**config.mk**
```make
export PLATFORM = sky130hd
export DESIGN_NAME = updown_pwm_gen
export DESIGN_NICKNAME = d
export VERILOG_FILES = /design/src/rtl/pwmg_pkg.sv /design/src/rtl/pwmg_counter.sv /design/src/rtl/pwmg_events.sv /design/src/rtl/pwmg_action.sv /design/src/rtl/pwmg_irq.sv /design/src/rtl/updown_pwm_gen.sv
export SDC_FILE = /design/constraint.sdc
export NUM_CORES = 1
export LEC_CHECK = 0
export BUFFER_PORTS_ARGS = -buffer_cell sky130_fd_sc_hd__buf_2
export CORE_ASPECT_RATIO = 1.25
export CORE_MARGIN = 1.5
export CORE_UTILIZATION = 60
export CTS_BUF_LIST = sky130_fd_sc_hd__clkbuf_4 sky130_fd_sc_hd__clkbuf_8 sky130_fd_sc_hd__clkbuf_16
export DETAILED_ROUTE_END_ITERATION = 6
export HOLD_SLACK_MARGIN = 0.15
export PLACE_DENSITY = 0.9
export SYNTH_ARGS = -nofsm -noshare
export SYNTH_HDL_FRONTEND = slang
export SYNTH_HIERARCHICAL = 1
export SYNTH_SLANG_ARGS = --single-unit
```
**constraint.sdc**
```tcl
create_clock -name clk -period 8.65 [get_ports clk]
set_input_delay 1.73 -clock clk [delete_from_list [all_inputs] [get_ports clk]]
set_output_delay 1.73 -clock clk [all_outputs]
set_load 0.1 [all_outputs]
```
**src/rtl/pwmg_pkg.sv**
```systemverilog
`timescale 1ns/1ps
// Shared definitions for the PWM generator: action codes, event indices and
// the rule that applies one action to the current output level.
package pwmg_pkg;

    typedef enum logic [1:0] {
        ACT_KEEP = 2'd0,
        ACT_FLIP = 2'd1,
        ACT_LOW  = 2'd2,
        ACT_HIGH = 2'd3
    } act_e;

    localparam int EV_NUM  = 6;
    localparam int EV_ZERO = 0;
    localparam int EV_LOAD = 1;
    localparam int EV_AUP  = 2;
    localparam int EV_ADN  = 3;
    localparam int EV_BUP  = 4;
    localparam int EV_BDN  = 5;
    localparam int N_CMP   = 2;

    // Returns the output level after applying one action code.
    function automatic logic apply_act(input act_e code, input logic cur);
        case (code)
            ACT_FLIP: return ~cur;
            ACT_LOW:  return 1'b0;
            ACT_HIGH: return 1'b1;
            default:  return cur;
        endcase
    endfunction

endpackage

```
**src/rtl/pwmg_counter.sv**
```systemverilog
`timescale 1ns/1ps
// Counter with direction flag and shadowed top/compare values.
// Assumes: top value 0 parks the counter at 0; shadows reload only when the
// counter is at zero or the generator is disabled.
module pwmg_counter #(
    parameter int CNT_W = 16
) (
    input  logic             clk,
    input  logic             rst_n,
    input  logic             enable,
    input  logic             mode_updown,
    input  logic             sync,
    input  logic [CNT_W-1:0] load_in,
    input  logic [CNT_W-1:0] cmpa_in,
    input  logic [CNT_W-1:0] cmpb_in,
    output logic [CNT_W-1:0] cnt,
    output logic [CNT_W-1:0] ld_act,
    output logic [CNT_W-1:0] ca_act,
    output logic [CNT_W-1:0] cb_act,
    output logic             dir_up
);
    localparam logic [CNT_W-1:0] ZERO = '0;
    localparam logic [CNT_W-1:0] ONE  = CNT_W'(1);

    logic             at_zero;
    logic [CNT_W-1:0] ld_eff;
    logic [CNT_W-1:0] cnt_nxt;
    logic             dir_nxt;

    assign at_zero = (cnt == ZERO);
    // At zero the incoming top value already governs the next step.
    assign ld_eff  = at_zero ? load_in : ld_act;

    // Next counter value and direction for the selected counting mode.
    always_comb begin
        cnt_nxt = cnt;
        dir_nxt = dir_up;
        if (sync) begin
            cnt_nxt = ZERO;
            dir_nxt = 1'b0;
        end else if (!mode_updown) begin
            dir_nxt = 1'b0;
            cnt_nxt = at_zero ? ld_eff : cnt - ONE;
        end else if (ld_eff == ZERO) begin
            cnt_nxt = ZERO;
            dir_nxt = 1'b0;
        end else if (dir_up) begin
            if (cnt >= ld_eff) begin
                cnt_nxt = cnt - ONE;
                dir_nxt = 1'b0;
            end else begin
                cnt_nxt = cnt + ONE;
            end
        end else if (at_zero) begin
            cnt_nxt = ONE;
            dir_nxt = 1'b1;
        end else begin
            cnt_nxt = cnt - ONE;
        end
    end

    // Counter, direction and shadow registers.
    always_ff @(posedge clk) begin
        if (!rst_n) begin
            cnt    <= ZERO;
            dir_up <= 1'b0;
            ld_act <= ZERO;
            ca_act <= ZERO;
            cb_act <= ZERO;
        end else if (!enable) begin
            cnt    <= ZERO;
            dir_up <= 1'b0;
            ld_act <= load_in;
            ca_act <= cmpa_in;
            cb_act <= cmpb_in;
        end else begin
            cnt    <= cnt_nxt;
            dir_up <= dir_nxt;
            if (at_zero) begin
                ld_act <= load_in;
                ca_act <= cmpa_in;
                cb_act <= cmpb_in;
            end
        end
    end

endmodule

```
**src/rtl/pwmg_events.sv**
```systemverilog
`timescale 1ns/1ps
// Decodes the six counter events from the registered count and direction.
// Assumes: all events are suppressed while the generator is disabled.
module pwmg_events
    import pwmg_pkg::*;
#(
    parameter int CNT_W = 16
) (
    input  logic              enable,
    input  logic [CNT_W-1:0]  cnt,
    input  logic              dir_up,
    input  logic [CNT_W-1:0]  ld_act,
    input  logic [CNT_W-1:0]  ca_act,
    input  logic [CNT_W-1:0]  cb_act,
    output logic [EV_NUM-1:0] ev
);
    logic [CNT_W-1:0] cmp_v [N_CMP];

    assign cmp_v[0] = ca_act;
    assign cmp_v[1] = cb_act;

    // Zero and top events.
    assign ev[EV_ZERO] = enable && (cnt == '0);
    assign ev[EV_LOAD] = enable && (cnt == ld_act);

    // Per comparator: match split by the direction of the last step.
    for (genvar g = 0; g < N_CMP; g++) begin : g_cmp
        logic hit;
        assign hit              = enable && (cnt == cmp_v[g]);
        assign ev[EV_AUP + 2*g] = hit && dir_up;
        assign ev[EV_ADN + 2*g] = hit && !dir_up;
    end

endmodule

```
**src/rtl/pwmg_action.sv**
```systemverilog
`timescale 1ns/1ps
// Output register: selects the winning action among coinciding events and
// applies it. Higher event index wins; code 0 never overrides.
module pwmg_action
    import pwmg_pkg::*;
(
    input  logic                clk,
    input  logic                rst_n,
    input  logic [EV_NUM-1:0]   ev,
    input  logic [2*EV_NUM-1:0] act_vec,
    output logic                pwm_out
);
    act_e chosen;

    // Priority pick: later (higher) event index overrides earlier ones.
    always_comb begin
        chosen = ACT_KEEP;
        for (int i = 0; i < EV_NUM; i++) begin
            if (ev[i] && (act_e'(act_vec[2*i +: 2]) != ACT_KEEP)) begin
                chosen = act_e'(act_vec[2*i +: 2]);
            end
        end
    end

    // Output level register.
    always_ff @(posedge clk) begin
        if (!rst_n) begin
            pwm_out <= 1'b0;
        end else begin
            pwm_out <= apply_act(chosen, pwm_out);
        end
    end

endmodule

```
**src/rtl/pwmg_irq.sv**
```systemverilog
`timescale 1ns/1ps
// Sticky event status with per-bit write-one-to-clear and mask.
// Assumes: a new event on a bit outranks a clear of that same bit.
module pwmg_irq
    import pwmg_pkg::*;
(
    input  logic              clk,
    input  logic              rst_n,
    input  logic [EV_NUM-1:0] ev,
    input  logic [EV_NUM-1:0] clr,
    input  logic [EV_NUM-1:0] mask,
    output logic [EV_NUM-1:0] raw,
    output logic [EV_NUM-1:0] masked,
    output logic              irq
);
    // Each bit is handled alone, so clears never interact across bits.
    always_ff @(posedge clk) begin
        if (!rst_n) begin
            raw <= '0;
        end else begin
            raw <= (raw & ~clr) | ev;
        end
    end

    assign masked = raw & mask;
    assign irq    = |masked;

endmodule

```
**src/rtl/updown_pwm_gen.sv**
```systemverilog
`timescale 1ns/1ps
// Top of the PWM generator: counter, event decode, output action and status.
// Assumes: configuration inputs are held steady by the surrounding logic.
module updown_pwm_gen
    import pwmg_pkg::*;
#(
    parameter int CNT_W = 16
) (
    input  logic             clk,
    input  logic             rst_n,
    input  logic             enable,
    input  logic             mode_updown,
    input  logic             sync,
    input  logic [CNT_W-1:0] load_val,
    input  logic [CNT_W-1:0] cmpa_val,
    input  logic [CNT_W-1:0] cmpb_val,
    input  logic [1:0]       act_zero,
    input  logic [1:0]       act_load,
    input  logic [1:0]       act_a_up,
    input  logic [1:0]       act_a_dn,
    input  logic [1:0]       act_b_up,
    input  logic [1:0]       act_b_dn,
    input  logic [5:0]       int_mask,
    input  logic [5:0]       int_clr,
    output logic             pwm_out,
    output logic [CNT_W-1:0] count_out,
    output logic [5:0]       raw_status,
    output logic [5:0]       masked_status,
    output logic             irq
);
    logic [CNT_W-1:0]    cnt;
    logic [CNT_W-1:0]    ld_act;
    logic [CNT_W-1:0]    ca_act;
    logic [CNT_W-1:0]    cb_act;
    logic                dir_up;
    logic [EV_NUM-1:0]   ev_vec;
    logic [2*EV_NUM-1:0] act_vec;

    // Action codes packed in event-index order.
    assign act_vec = {act_b_dn, act_b_up, act_a_dn, act_a_up, act_load, act_zero};

    pwmg_counter #(.CNT_W(CNT_W)) u_cnt (
        .clk         (clk),
        .rst_n       (rst_n),
        .enable      (enable),
        .mode_updown (mode_updown),
        .sync        (sync),
        .load_in     (load_val),
        .cmpa_in     (cmpa_val),
        .cmpb_in     (cmpb_val),
        .cnt         (cnt),
        .ld_act      (ld_act),
        .ca_act      (ca_act),
        .cb_act      (cb_act),
        .dir_up      (dir_up)
    );

    pwmg_events #(.CNT_W(CNT_W)) u_ev (
        .enable (enable),
        .cnt    (cnt),
        .dir_up (dir_up),
        .ld_act (ld_act),
        .ca_act (ca_act),
        .cb_act (cb_act),
        .ev     (ev_vec)
    );

    pwmg_action u_act (
        .clk     (clk),
        .rst_n   (rst_n),
        .ev      (ev_vec),
        .act_vec (act_vec),
        .pwm_out (pwm_out)
    );

    pwmg_irq u_irq (
        .clk    (clk),
        .rst_n  (rst_n),
        .ev     (ev_vec),
        .clr    (int_clr),
        .mask   (int_mask),
        .raw    (raw_status),
        .masked (masked_status),
        .irq    (irq)
    );

    assign count_out = cnt;

endmodule

```
==> qor.txt, run 1 <==
CELLS AND AREA
-------------------------------------------------------------------------------------
ANT cells ..............................................................            0
Ratio of cells with drive above 1 in the final layout ..................        19.6%
Final net count ........................................................          824
Most used cells in the layout excluding fill and tap cells ............. sky130_fd_sc_hd__nand2_1 (131), sky130_fd_sc_hd__buf_2 (106), sky130_fd_sc_hd__dfxtp_1 (72)
Most frequent standard cell in the layout excluding fill and tap cells . sky130_fd_sc_hd__nand2_1
Area of the multi-input gates ..........................................     3390 um2
Number of non-filler instances in the completed layout .................          831
Area delta synth->final ................................................        14.7%
FF+latch area ..........................................................     1440 um2
Fill cells .............................................................          692
Post-layout utilization of the core ....................................        70.6%

STA
-------------------------------------------------------------------------------------
Measured slew at the worst slew-check pin ..............................      1.14 ns
Peak Freq ..............................................................      208 MHz
Final worst clock skew .................................................    0.0142 ns
Final critical-path required period ....................................      4.80 ns
Sum of negative setup slack ............................................         0 ns
Max-slew violation total from the final report .........................            0
Final-report setup violation count .....................................            0
Final period utilization ...............................................        55.5%
Remaining max-slew budget at the tightest pin ..........................        23.5%
Final count of hold timing violations ..................................            0
Unrepaired setup endpoints after global routing ........................           no

PLACE
-------------------------------------------------------------------------------------
Total of buffers placed on input and output ports ......................          106
Cell Count Post-Placement ..............................................          815
Final Wtd Congestion ...................................................         1.02
Dpl hpwl ...............................................................      10.9 mm

GRT
-------------------------------------------------------------------------------------
Pin count of the biggest net entering global routing ...................           57
Remaining global-route overflow ........................................            0
Number of global-route vias before repair ..............................         4929
Total global routing track utilization .................................        34.3%
Number of antenna violations at the first check in global routing ......            0
First-pass GRT wire length .............................................      24.2 mm

DRT
-------------------------------------------------------------------------------------
Routed wire per std cell ...............................................      18.7 um
Count of unresolved DRC violations after routing .......................           13
DRT antenna net count ..................................................            0
DRT Pass-1 Iters .......................................................            7
Via/cell ratio .........................................................         6.36
Via count ..............................................................         5289
Drt initial violations .................................................          628
Overall routed net length ..............................................      15.5 mm

LOGIC SYNTHESIS
-------------------------------------------------------------------------------------
Number of enable-type register cells in the synthesized netlist ........            0
Yosys synthesis warning count ..........................................            6
Syn Nets ...............................................................          739
Mean Syn Cell Area .....................................................     7.83 um2
Synth Cell Area ........................................................     5040 um2
Part of the Yosys area used for sequential elements ....................        28.6%
Cell variety after synth ...............................................           64
Predominant post-synthesis flop cell ................................... sky130_fd_sc_hd__dfxtp_1
Gate count of the mapped netlist .......................................          644
Number of register bits inferred by synthesis ..........................           72
Ys async rst share .....................................................           0%

DIE
-------------------------------------------------------------------------------------
Die ar. ................................................................     8960 um2
Core Box Area ..........................................................     8190 um2
Floorplan die width ....................................................      85.0 um
Top Ports ..............................................................          107
Starting density of the core ...........................................        61.5%
Number of placement rows ...............................................           37
DIE HEIGHT .............................................................       105 um

STATUS
-------------------------------------------------------------------------------------
Result of the run ...................................................... finished with violations
Violations in the final reports ........................................          DRC

HOLD PATH
-------------------------------------------------------------------------------------
Hold crit path type .................................................... register to register

WORST SETUP PATH
-------------------------------------------------------------------------------------
Largest fanout of any net on the critical path .........................           34
Data arrival time of the critical path .................................      5.06 ns
Endpoint required time on the critical path ............................      8.92 ns
Nature of the critical path endpoint ...................................     register
Critical path startpoint category ......................................     register
Worst Path Class, Setup ................................................ register to register

CLOCK TREE
-------------------------------------------------------------------------------------
Clock latency at the later pin of the worst-skew pair ..................      0.37 ns
Maximum level of the CTS H-tree ........................................            3
Clock root cell ........................................................ sky130_fd_sc_hd__clkbuf_8
Number of buffers inserted to repair setup after CTS ...................            0
Clock-pin slew of the registers on the worst-case setup and hold paths .      0.09 ns
Cts-stage hold buffer count ............................................            0
TritonCTS clock tree ...................................................        built
TritonCTS Buffers ......................................................            9
Post-cts repair resize count ...........................................            0
Buffers from clock root to sink, at most ...............................            2
Sink count of the clock tree ...........................................           72

FLOW RUN
-------------------------------------------------------------------------------------
Number of violations of the max-capacitance limit ......................            0

POWER
-------------------------------------------------------------------------------------
Leakage power figure ...................................................      2.44 nW
Peak supply drop .......................................................       203 uV
Power density over cell area ...........................................   360 nW/um2

==> layout make-up <==
cell class	instances	share of cell area, %
clock buffer	9	2.14
timing repair buffer	112	9.95
inverter	13	0.844
tap	97	2.10
multi-input combinational	521	58.7
sequential	72	24.9
clock inverter	7	1.36
==> state kept, by name, indices dropped and copies added (netlist names) <==
name and cells:
u_cnt/ca_act 16, u_cnt/cb_act 16, u_cnt/cnt 16, u_cnt/ld_act 16, u_irq/raw 6, u_act/pwm_out 1
u_cnt/dir_up 1
==> per-layer routing <==
metal | share of wire, % | GRT usage [%]
met1 | 40 | 43.0
met2 | 48 | 57.3
met3 | 8.3 | 5.72
met5 | 0 | 0
met4 | 4.1 | 15.6
==> where the power goes <==
part	switching, mW	internal [mW]
Sequential	0.138	0.405
Clock	0.146	0.137
Combinational	0.784	0.472
Total	1.07	1.01
==> critical path, stage by stage, from the launching register on <==
cell	delay (ns)
sky130_fd_sc_hd__dfxtp_1	0.45
sky130_fd_sc_hd__inv_1	0.19
sky130_fd_sc_hd__ha_1	0.25
sky130_fd_sc_hd__nor3b_1	0.45
sky130_fd_sc_hd__nand3_1	0.34
sky130_fd_sc_hd__nor2_2	0.18
sky130_fd_sc_hd__buf_4	0.39
sky130_fd_sc_hd__nand2_1	0.13
sky130_fd_sc_hd__a21boi_0	0.15
sky130_fd_sc_hd__ha_1	0.31
sky130_fd_sc_hd__a21o_1	0.17
sky130_fd_sc_hd__a221o_1	0.31
sky130_fd_sc_hd__a221oi_1	0.33
sky130_fd_sc_hd__o211ai_1	0.14
sky130_fd_sc_hd__buf_4	0.23
sky130_fd_sc_hd__and4b_1	0.20
sky130_fd_sc_hd__a211o_1	0.26
sky130_fd_sc_hd__a22o_1	0.20
==> kinds of logic after synthesis <==
family	Yosys count	synth area share (%)
muxes	21	4.22
DFF	72	28.6
and+or+nand+nor	278	27.3
xor gates and xnor gates	59	10.3
buffers and inverters	51	4.10
AOI/OAI and AO/OA	145	21.0
adders and majority gates	18	4.47
==> path summary, 6_finish.rpt <==
path | startpoint | cells past startpoint | to | slack, ns
setup / recovery | u_cnt/cnt[0] | 17 | u_cnt/cnt[9] | 3.85
hold / removal | u_cnt/ca_act[13] | 2 | u_cnt/ca_act[13] | 0.47
setup reg to reg | u_cnt/cnt[0] | 17 | u_cnt/cnt[9] | 3.85
hold reg to reg | u_cnt/ca_act[13] | 2 | u_cnt/ca_act[13] | 0.47
==> per-stage QoR <==
step           instance area, um2  hold slack [ns]  setup slack [ns]  power, mW
4_1_cts                      5780            0.472              3.88       2.05
6_report                     5780            0.474              3.85       2.08
5_1_grt                      5780            0.489              3.54       2.21
3_3_place_gp                 5580            0.455              4.03       1.72
2_1_floorplan                5040            0.441              3.60       1.51
3_5_place_dp                 5580            0.460              3.89       1.76
==> Yosys cell counts, types with 3 or more instances <==
master | count | share of area [%]
sky130_fd_sc_hd__inv_1 | 13 | 0.97
sky130_fd_sc_hd__and2_1 | 12 | 1.5
sky130_fd_sc_hd__o32ai_1 | 5 | 0.87
sky130_fd_sc_hd__o21a_1 | 9 | 1.3
sky130_fd_sc_hd__nand3_1 | 9 | 0.89
sky130_fd_sc_hd__a221o_1 | 4 | 0.79
sky130_fd_sc_hd__nor4_1 | 22 | 2.7
sky130_fd_sc_hd__a22o_1 | 4 | 0.70
sky130_fd_sc_hd__and3_1 | 8 | 0.99
sky130_fd_sc_hd__a21o_1 | 3 | 0.45
sky130_fd_sc_hd__nor2_1 | 30 | 2.2
sky130_fd_sc_hd__o221ai_1 | 4 | 0.70
sky130_fd_sc_hd__nor3_1 | 8 | 0.79
sky130_fd_sc_hd__xnor2_1 | 48 | 8.3
sky130_fd_sc_hd__o21ai_0 | 18 | 1.8
sky130_fd_sc_hd__o211ai_1 | 3 | 0.45
sky130_fd_sc_hd__or4_4 | 4 | 0.89
sky130_fd_sc_hd__ha_1 | 18 | 4.5
sky130_fd_sc_hd__buf_2 | 6 | 0.60
sky130_fd_sc_hd__clkbuf_1 | 29 | 2.2
sky130_fd_sc_hd__a211oi_1 | 4 | 0.60
sky130_fd_sc_hd__xor2_1 | 11 | 1.9
sky130_fd_sc_hd__a21oi_1 | 13 | 1.3
sky130_fd_sc_hd__dfxtp_1 | 72 | 29
sky130_fd_sc_hd__mux2i_1 | 19 | 3.8
sky130_fd_sc_hd__nor2b_1 | 10 | 1.2
sky130_fd_sc_hd__o22ai_1 | 9 | 1.1
sky130_fd_sc_hd__nand2_1 | 131 | 9.8
sky130_fd_sc_hd__nand4_1 | 18 | 2.2
sky130_fd_sc_hd__nand2b_1 | 3 | 0.37
sky130_fd_sc_hd__nand4b_1 | 3 | 0.52
sky130_fd_sc_hd__a21boi_0 | 46 | 6.9
sky130_fd_sc_hd__or2_2 | 3 | 0.37
sky130_fd_sc_hd__a21boi_1 | 3 | 0.45
Power figures use the tool's default switching activity.
==> run 2, diff against run 1 <==
- CORE_UTILIZATION: 60 -> 50
- PLACE_DENSITY: 0.9 -> 0.8
- clock period: 8.65 -> 4 ns (I/O delays scaled with it)
==> qor.txt, run 2 (synthesis gave the netlist of run 1 again) <==
STATUS
-------------------------------------------------------------------------------------
Result of the run ...................................................... finished with violations
Violations in the final reports ........................................ setup timing

DIE
-------------------------------------------------------------------------------------
Top Ports ..............................................................          107   unchanged
DIE HEIGHT .............................................................       115 um   +9.3%
Starting density of the core ...........................................        51.9%   -9.6 points
Die ar. ................................................................    10700 um2   +19%
Floorplan die width ....................................................      92.8 um   +9.2%
Core Box Area ..........................................................     9710 um2   +18%
Number of placement rows ...............................................           40   +8.1%

HOLD PATH
-------------------------------------------------------------------------------------
Hold crit path type .................................................... register to register
Hold wc startpoint ..................................................... u_cnt/ca_act[10]

STA
-------------------------------------------------------------------------------------
Unrepaired setup endpoints after global routing ........................          yes
Measured slew at the worst slew-check pin ..............................     0.914 ns   -0.224 ns
Remaining max-slew budget at the tightest pin ..........................        38.5%   +15 points
Final critical-path required period ....................................      4.11 ns   -0.684 ns
Final-report setup violation count .....................................            9   +9
Smallest hold slack ....................................................     0.467 ns   -0.00746 ns
Max-slew violation total from the final report .........................            0   unchanged
Sum of negative setup slack ............................................    -0.626 ns   -0.626 ns
Final worst clock skew .................................................   0.00483 ns   -0.00940 ns
Peak Freq ..............................................................      243 MHz   +17%
Final count of hold timing violations ..................................            0   unchanged
Final period utilization ...............................................         103%   +47 points
Minimum setup slack in the final design ................................    -0.114 ns   -3.97 ns

WORST SETUP PATH
-------------------------------------------------------------------------------------
Crit. Startpoint ....................................................... u_cnt/cnt[9]
Data arrival time of the critical path .................................      4.34 ns   -0.72 ns
Worst Path Class, Setup ................................................ register to register
Cell type group with the largest total delay on the critical path ...... simple AND/OR/NAND/NOR gates
Critical path startpoint category ......................................     register
Path length in cells of the critical path ..............................           13   -4
CP max-delay cell ...................................................... sky130_fd_sc_hd__or4_4
Worst R2R Setup Slack ..................................................     -0.11 ns   -3.97 ns
Worst reg2reg path endpoint ............................................ u_cnt/cnt[9]
Worst Path Buf+Inv .....................................................            1   -2
Nature of the critical path endpoint ...................................     register
CP Capture Point ....................................................... u_cnt/cnt[9]
Largest fanout of any net on the critical path .........................            4   -88%
Crit path cell chain ................................................... or4_4 -> or4_4 -> nor2_4 -> buf_6 -> mux2i_1 -> ha_1 -> and2_4 -> a221o_1 -> a221oi_2 -> o211ai_1 -> and4b_1 -> a211o_1 -> a22o_1
Endpoint required time on the critical path ............................      4.22 ns   -4.70 ns
Worst R2R Path Depth ...................................................           13   -4
Most frequent cell on the critical path ................................ sky130_fd_sc_hd__or4_4
Reg2reg start .......................................................... u_cnt/cnt[9]
Slowest cell delay on critical path ....................................      0.54 ns   +0.09 ns

POWER
-------------------------------------------------------------------------------------
Net Switching ..........................................................      2.47 mW   +130%
Overall power consumption ..............................................      5.28 mW   +150%
Power density over cell area ...........................................   832 nW/um2   +130%
Share of total power in sequential cells ...............................        19.5%   -6.6 points
Clock power share ......................................................        16.9%   +3.3 points
Leakage power figure ...................................................      2.71 nW   +11%
Power Internal .........................................................      2.82 mW   +180%
Peak supply drop .......................................................       435 uV   +110%
Sw frac ................................................................        46.7%   -4.6 points
Combinational share of power ...........................................        63.7%   +3.4 points

CELLS AND AREA
-------------------------------------------------------------------------------------
Number of non-filler instances in the completed layout .................          898   +8.1%
Final net count ........................................................          862   +4.6%
Ratio of cells with drive above 1 in the final layout ..................        26.9%   +7.3 points
Post-layout utilization of the core ....................................        65.4%   -5.2 points
Most used cells in the layout excluding fill and tap cells ............. sky130_fd_sc_hd__nand2_1 (130), sky130_fd_sc_hd__buf_2 (107), sky130_fd_sc_hd__dfxtp_1 (59)
Area delta synth->final ................................................        26.0%
ANT cells ..............................................................            0   unchanged
Most frequent standard cell in the layout excluding fill and tap cells . sky130_fd_sc_hd__nand2_1

DRT
-------------------------------------------------------------------------------------
Via count ..............................................................         5514   +4.3%
Via/cell ratio .........................................................         6.14   -3.5%
DRT Pass-1 Iters .......................................................            5   -2
Overall routed net length ..............................................      17.2 mm   +11%
Drt initial violations .................................................          501   -20%
Routed wire per std cell ...............................................      19.1 um   +2.5%
DRT antenna net count ..................................................            0   unchanged
Count of unresolved DRC violations after routing .......................            0   -13

GRT
-------------------------------------------------------------------------------------
First-pass GRT wire length .............................................      26.4 mm   +9.1%
Pin count of the biggest net entering global routing ...................           56   -1.8%
Number of global-route vias before repair ..............................         5287   +7.3%
Remaining global-route overflow ........................................            0   unchanged
Total global routing track utilization .................................        31.7%   -2.6 points
Number of antenna violations at the first check in global routing ......            0   unchanged

PLACE
-------------------------------------------------------------------------------------
Cell Count Post-Placement ..............................................          874   +7.2%
Final Wtd Congestion ...................................................        0.996   -2.5%
Dpl hpwl ...............................................................      12.2 mm   +12%
Total of buffers placed on input and output ports ......................          106   unchanged

CLOCK TREE
-------------------------------------------------------------------------------------
TritonCTS Buffers ......................................................            9   unchanged
Cts-stage hold buffer count ............................................            0   unchanged
Buffers from clock root to sink, at most ...............................            2   unchanged
Clock-pin slew of the registers on the worst-case setup and hold paths .      0.06 ns   -0.03 ns
Clock root cell ........................................................ sky130_fd_sc_hd__clkbuf_16
TritonCTS clock tree ...................................................        built
Maximum level of the CTS H-tree ........................................            3   unchanged
Clock latency at the later pin of the worst-skew pair ..................      0.34 ns   -0.03 ns
Sink count of the clock tree ...........................................           72   unchanged

FLOW RUN
-------------------------------------------------------------------------------------
Number of violations of the max-capacitance limit ......................            0   unchanged

[run 2: worst min-delay path, cell delays in order, from the launching register on]
cell and delay [ns]:
sky130_fd_sc_hd__dfxtp_1 0.31, sky130_fd_sc_hd__nand2_1 0.05, sky130_fd_sc_hd__a21boi_0 0.06
[run 2: final cells by class]
| type | instances | area (um2) |
|---|---|---|
| Multi-Input combinational cell | 521 | 3470 |
| Fill cell | 852 | 3360 |
| Sequential cell | 72 | 1470 |
| Timing Repair Buffer | 150 | 878 |
| Clock buffer | 13 | 262 |
| Tap cell | 126 | 158 |
| Clock inverter | 3 | 65.1 |
| Inverter | 13 | 48.8 |
[run 2: worst min-delay path by stage]
stage / slack [ns] / cells after the start / end
2_1_floorplan: 0.44 / 2 / u_cnt/ca_act[10]
3_3_place_gp: 0.45 / 2 / u_cnt/cb_act[6]
3_5_place_dp: 0.46 / 2 / u_cnt/ca_act[10]
4_1_cts: 0.47 / 2 / u_cnt/ca_act[10]
5_1_grt: 0.50 / 2 / u_cnt/cb_act[2]
6_report: 0.47 / 2 / u_cnt/ca_act[10]
[run 2: power by group through the flow]
stage	sequential [mW]	clock (mW)	combinational, mW
3_5_place_dp	1.04	0	3.11
3_3_place_gp	1.03	0	3.03
6_report	1.03	0.891	3.36
4_1_cts	1.03	0.906	3.14
5_1_grt	1.05	0.930	3.58
2_1_floorplan	1.36	0	2.07
[run 2: through the flow]
step | setup slack [ns] | instance area, um2
3_5_place_dp | -0.0364 | 5930
6_report | -0.114 | 6350
3_3_place_gp | 0.0960 | 5930
4_1_cts | -0.0187 | 6260
5_1_grt | -0.182 | 6350
2_1_floorplan | -0.189 | 5170
[run 2: per-layer routing]
layer / vias to the layer above / share of wire, % / global-route usage [%]
li1: 2556 / - / -
met1: 2596 / 38 / 36.0
met2: 300 / 51 / 56.2
met3: 62 / 7.2 / 6.08
met4: 0 / 3.8 / 16.1
met5: - / 0 / 0
[run 2: timing repair]
action,4_1_cts,5_1_grt
resized for setup,1,9
pin swaps,0,6
setup endpoints to repair,3,15
cloned,0,2
buffers inserted,0,6
==> run 3, diff against run 2 <==
- MAX_ROUTING_LAYER: not set -> met4
- clock period: 4 -> 3.3 ns (I/O delays scaled with it)
==> qor.txt, run 3 (synthesis gave the netlist of run 1 again) <==
STA
-------------------------------------------------------------------------------------
Remaining max-slew budget at the tightest pin ..........................        37.5%   -1.1 points
Measured slew at the worst slew-check pin ..............................     0.936 ns   +0.0230 ns
Final count of hold timing violations ..................................            0   unchanged
Peak Freq ..............................................................      243 MHz   about the same
Sum of negative setup slack ............................................    -11.39 ns   -10.77 ns
Max-slew violation total from the final report .........................            0   unchanged
Smallest hold slack ....................................................     0.473 ns   +0.00576 ns
Final-report setup violation count .....................................           16   +7
Final worst clock skew .................................................   0.00698 ns   +0.00215 ns
Final period utilization ...............................................         125%   +22 points
Minimum setup slack in the final design ................................    -0.812 ns   -0.698 ns
Unrepaired setup endpoints after global routing ........................          yes
Final critical-path required period ....................................      4.11 ns   -0.00214 ns

WORST SETUP PATH
-------------------------------------------------------------------------------------
Critical path startpoint category ......................................     register
Worst Path Class, Setup ................................................ register to register
Nature of the critical path endpoint ...................................     register
Data arrival time of the critical path .................................      4.34 ns   about the same
CP max-delay cell ...................................................... sky130_fd_sc_hd__or4_4
Largest fanout of any net on the critical path .........................           10   +6
Endpoint required time on the critical path ............................      3.53 ns   -0.69 ns
Most frequent cell on the critical path ................................ sky130_fd_sc_hd__or4_4
Worst R2R Setup Slack ..................................................     -0.81 ns   -0.70 ns
Crit path cell chain ................................................... or4_4 -> or4_4 -> nor2_4 -> nand2_2 -> a21boi_1 -> ha_1 -> a21o_1 -> a221o_1 -> a221oi_2 -> o211ai_1 -> buf_6 -> nand4_1 -> o221ai_2 -> a22o_1
Worst Path Buf+Inv .....................................................            1   unchanged
Cell type group with the largest total delay on the critical path ...... simple AND/OR/NAND/NOR gates
Slowest cell delay on critical path ....................................      0.54 ns   about the same

CLOCK TREE
-------------------------------------------------------------------------------------
TritonCTS clock tree ...................................................        built
Buffers from clock root to sink, at most ...............................            2   unchanged
Clock root cell ........................................................ sky130_fd_sc_hd__clkbuf_16
Maximum level of the CTS H-tree ........................................            3   unchanged
Sink count of the clock tree ...........................................           72   unchanged
TritonCTS Buffers ......................................................            9   unchanged
Clock-pin slew of the registers on the worst-case setup and hold paths .      0.06 ns   about the same
Clock latency at the later pin of the worst-skew pair ..................      0.34 ns   about the same

CELLS AND AREA
-------------------------------------------------------------------------------------
Fill cells .............................................................          819   -3.9%
ANT cells ..............................................................            0   unchanged
Post-layout utilization of the core ....................................        67.0%   +1.7 points
Final net count ........................................................          878   +1.9%
Area delta synth->final ................................................        29.2%
Area of the multi-input gates ..........................................     3540 um2   +1.9%
Final design instance area without fill ................................     6510 um2   +2.5%
Most used cells in the layout excluding fill and tap cells ............. sky130_fd_sc_hd__nand2_1 (128), sky130_fd_sc_hd__buf_2 (106), sky130_fd_sc_hd__dfxtp_1 (59)
Most frequent standard cell in the layout excluding fill and tap cells . sky130_fd_sc_hd__nand2_1
FF+latch area ..........................................................     1470 um2   unchanged
Ratio of cells with drive above 1 in the final layout ..................        30.1%   +3.2 points

DRT
-------------------------------------------------------------------------------------
Drt initial violations .................................................          481   -4.0%
Overall routed net length ..............................................      17.3 mm   +0.56%
DRT Pass-1 Iters .......................................................            5   unchanged
Via count ..............................................................         5641   +2.3%
Routed wire per std cell ...............................................      18.9 um   -1.1%
DRT antenna net count ..................................................            0   unchanged
Via/cell ratio .........................................................         6.18   +0.62%
Count of unresolved DRC violations after routing .......................            0   unchanged

DIE
-------------------------------------------------------------------------------------
Die ar. ................................................................    10700 um2   unchanged
Top Ports ..............................................................          107   unchanged
Number of placement rows ...............................................           40   unchanged
Core Box Area ..........................................................     9710 um2   unchanged
Floorplan die width ....................................................      92.8 um   unchanged
Starting density of the core ...........................................        51.9%   unchanged
DIE HEIGHT .............................................................       115 um   unchanged

HOLD PATH
-------------------------------------------------------------------------------------
Hold crit path type .................................................... register to register

POWER
-------------------------------------------------------------------------------------
Overall power consumption ..............................................      6.59 mW   +25%
Leakage power figure ...................................................      2.80 nW   +3.2%
Peak supply drop .......................................................       531 uV   +22%
Power density over cell area ...........................................  1010 nW/um2   +22%

PLACE
-------------------------------------------------------------------------------------
Total of buffers placed on input and output ports ......................          106   unchanged
Area after DPL .........................................................     6020 um2   +1.5%
Dpl hpwl ...............................................................      12.1 mm   -1.3%
Final Wtd Congestion ...................................................        0.994   -0.18%

GRT
-------------------------------------------------------------------------------------
First-pass GRT wire length .............................................      26.4 mm   about the same
Number of antenna violations at the first check in global routing ......            0   unchanged
Remaining global-route overflow ........................................            0   unchanged
Total global routing track utilization .................................        32.6%   +0.91 points
Pin count of the biggest net entering global routing ...................           56   unchanged
Number of global-route vias before repair ..............................         5251   -0.68%

STATUS
-------------------------------------------------------------------------------------
Result of the run ...................................................... finished with violations
Violations in the final reports ........................................ setup timing

FLOW RUN
-------------------------------------------------------------------------------------
Number of violations of the max-capacitance limit ......................            0   unchanged

run 3: changes by cell type in the layout (fill, tap and decap cells not counted), sizes merged:
cell	before	now
buf	150	166
bufinv	2	1
clkbuf	13	12
inv	13	14
run 3: timing repair:
item | CTS | global route
setup endpoints to repair | 16 | 16
hold buffers | 0 | 0
resized for setup | 5 | 27
pin swaps | 4 | 9
gates cloned | 0 | 2
buffers inserted | 3 | 6
run 3: tightest hold or removal path: stages, from the launching register on:
cell                       delay [ns]
sky130_fd_sc_hd__dfxtp_1         0.31
sky130_fd_sc_hd__nand2_1         0.05
sky130_fd_sc_hd__a21boi_0        0.06
run 3: through the flow:
step	worst slack, ns	std cells
6_report	-0.812	913
3_3_place_gp	-0.587	887
4_1_cts	-0.692	905
2_1_floorplan	-0.889	644
3_5_place_dp	-0.705	887
5_1_grt	-0.904	913
run 3: final timing paths:
check	from	endpoint	cells past startpoint
setup / recovery	u_cnt/cnt[9]	u_cnt/cnt[9]	14
setup reg to reg	u_cnt/cnt[9]	u_cnt/cnt[9]	14
hold / removal	u_cnt/cb_act[0]	u_cnt/cb_act[0]	2
hold reg to reg	u_cnt/cb_act[0]	u_cnt/cb_act[0]	2
run 3: final cells by class:
| cell class | instances | area share [%] |
|---|---|---|
| Inverter | 13 | 0.750 |
| Multi-Input combinational cell | 521 | 54.3 |
| Clock buffer | 12 | 3.90 |
| Clock inverter | 3 | 0.634 |
| Timing Repair Buffer | 166 | 15.4 |
| Sequential cell | 72 | 22.5 |
| Tap cell | 126 | 2.42 |
run 3: power breakdown:
part	switching, mW	internal (mW)
registers	0.168	1.07
clock network	0.382	0.618
logic	2.53	1.82
run 3: metal layers:
layer | track usage, % | share of wire [%] | wire length, um
met5 | - | 0 | 0
met4 | 19.8 | 4.8 | 832
met3 | 4.03 | 7.5 | 1300
met2 | 52.9 | 48 | 8370
met1 | 38.3 | 39 | 6780
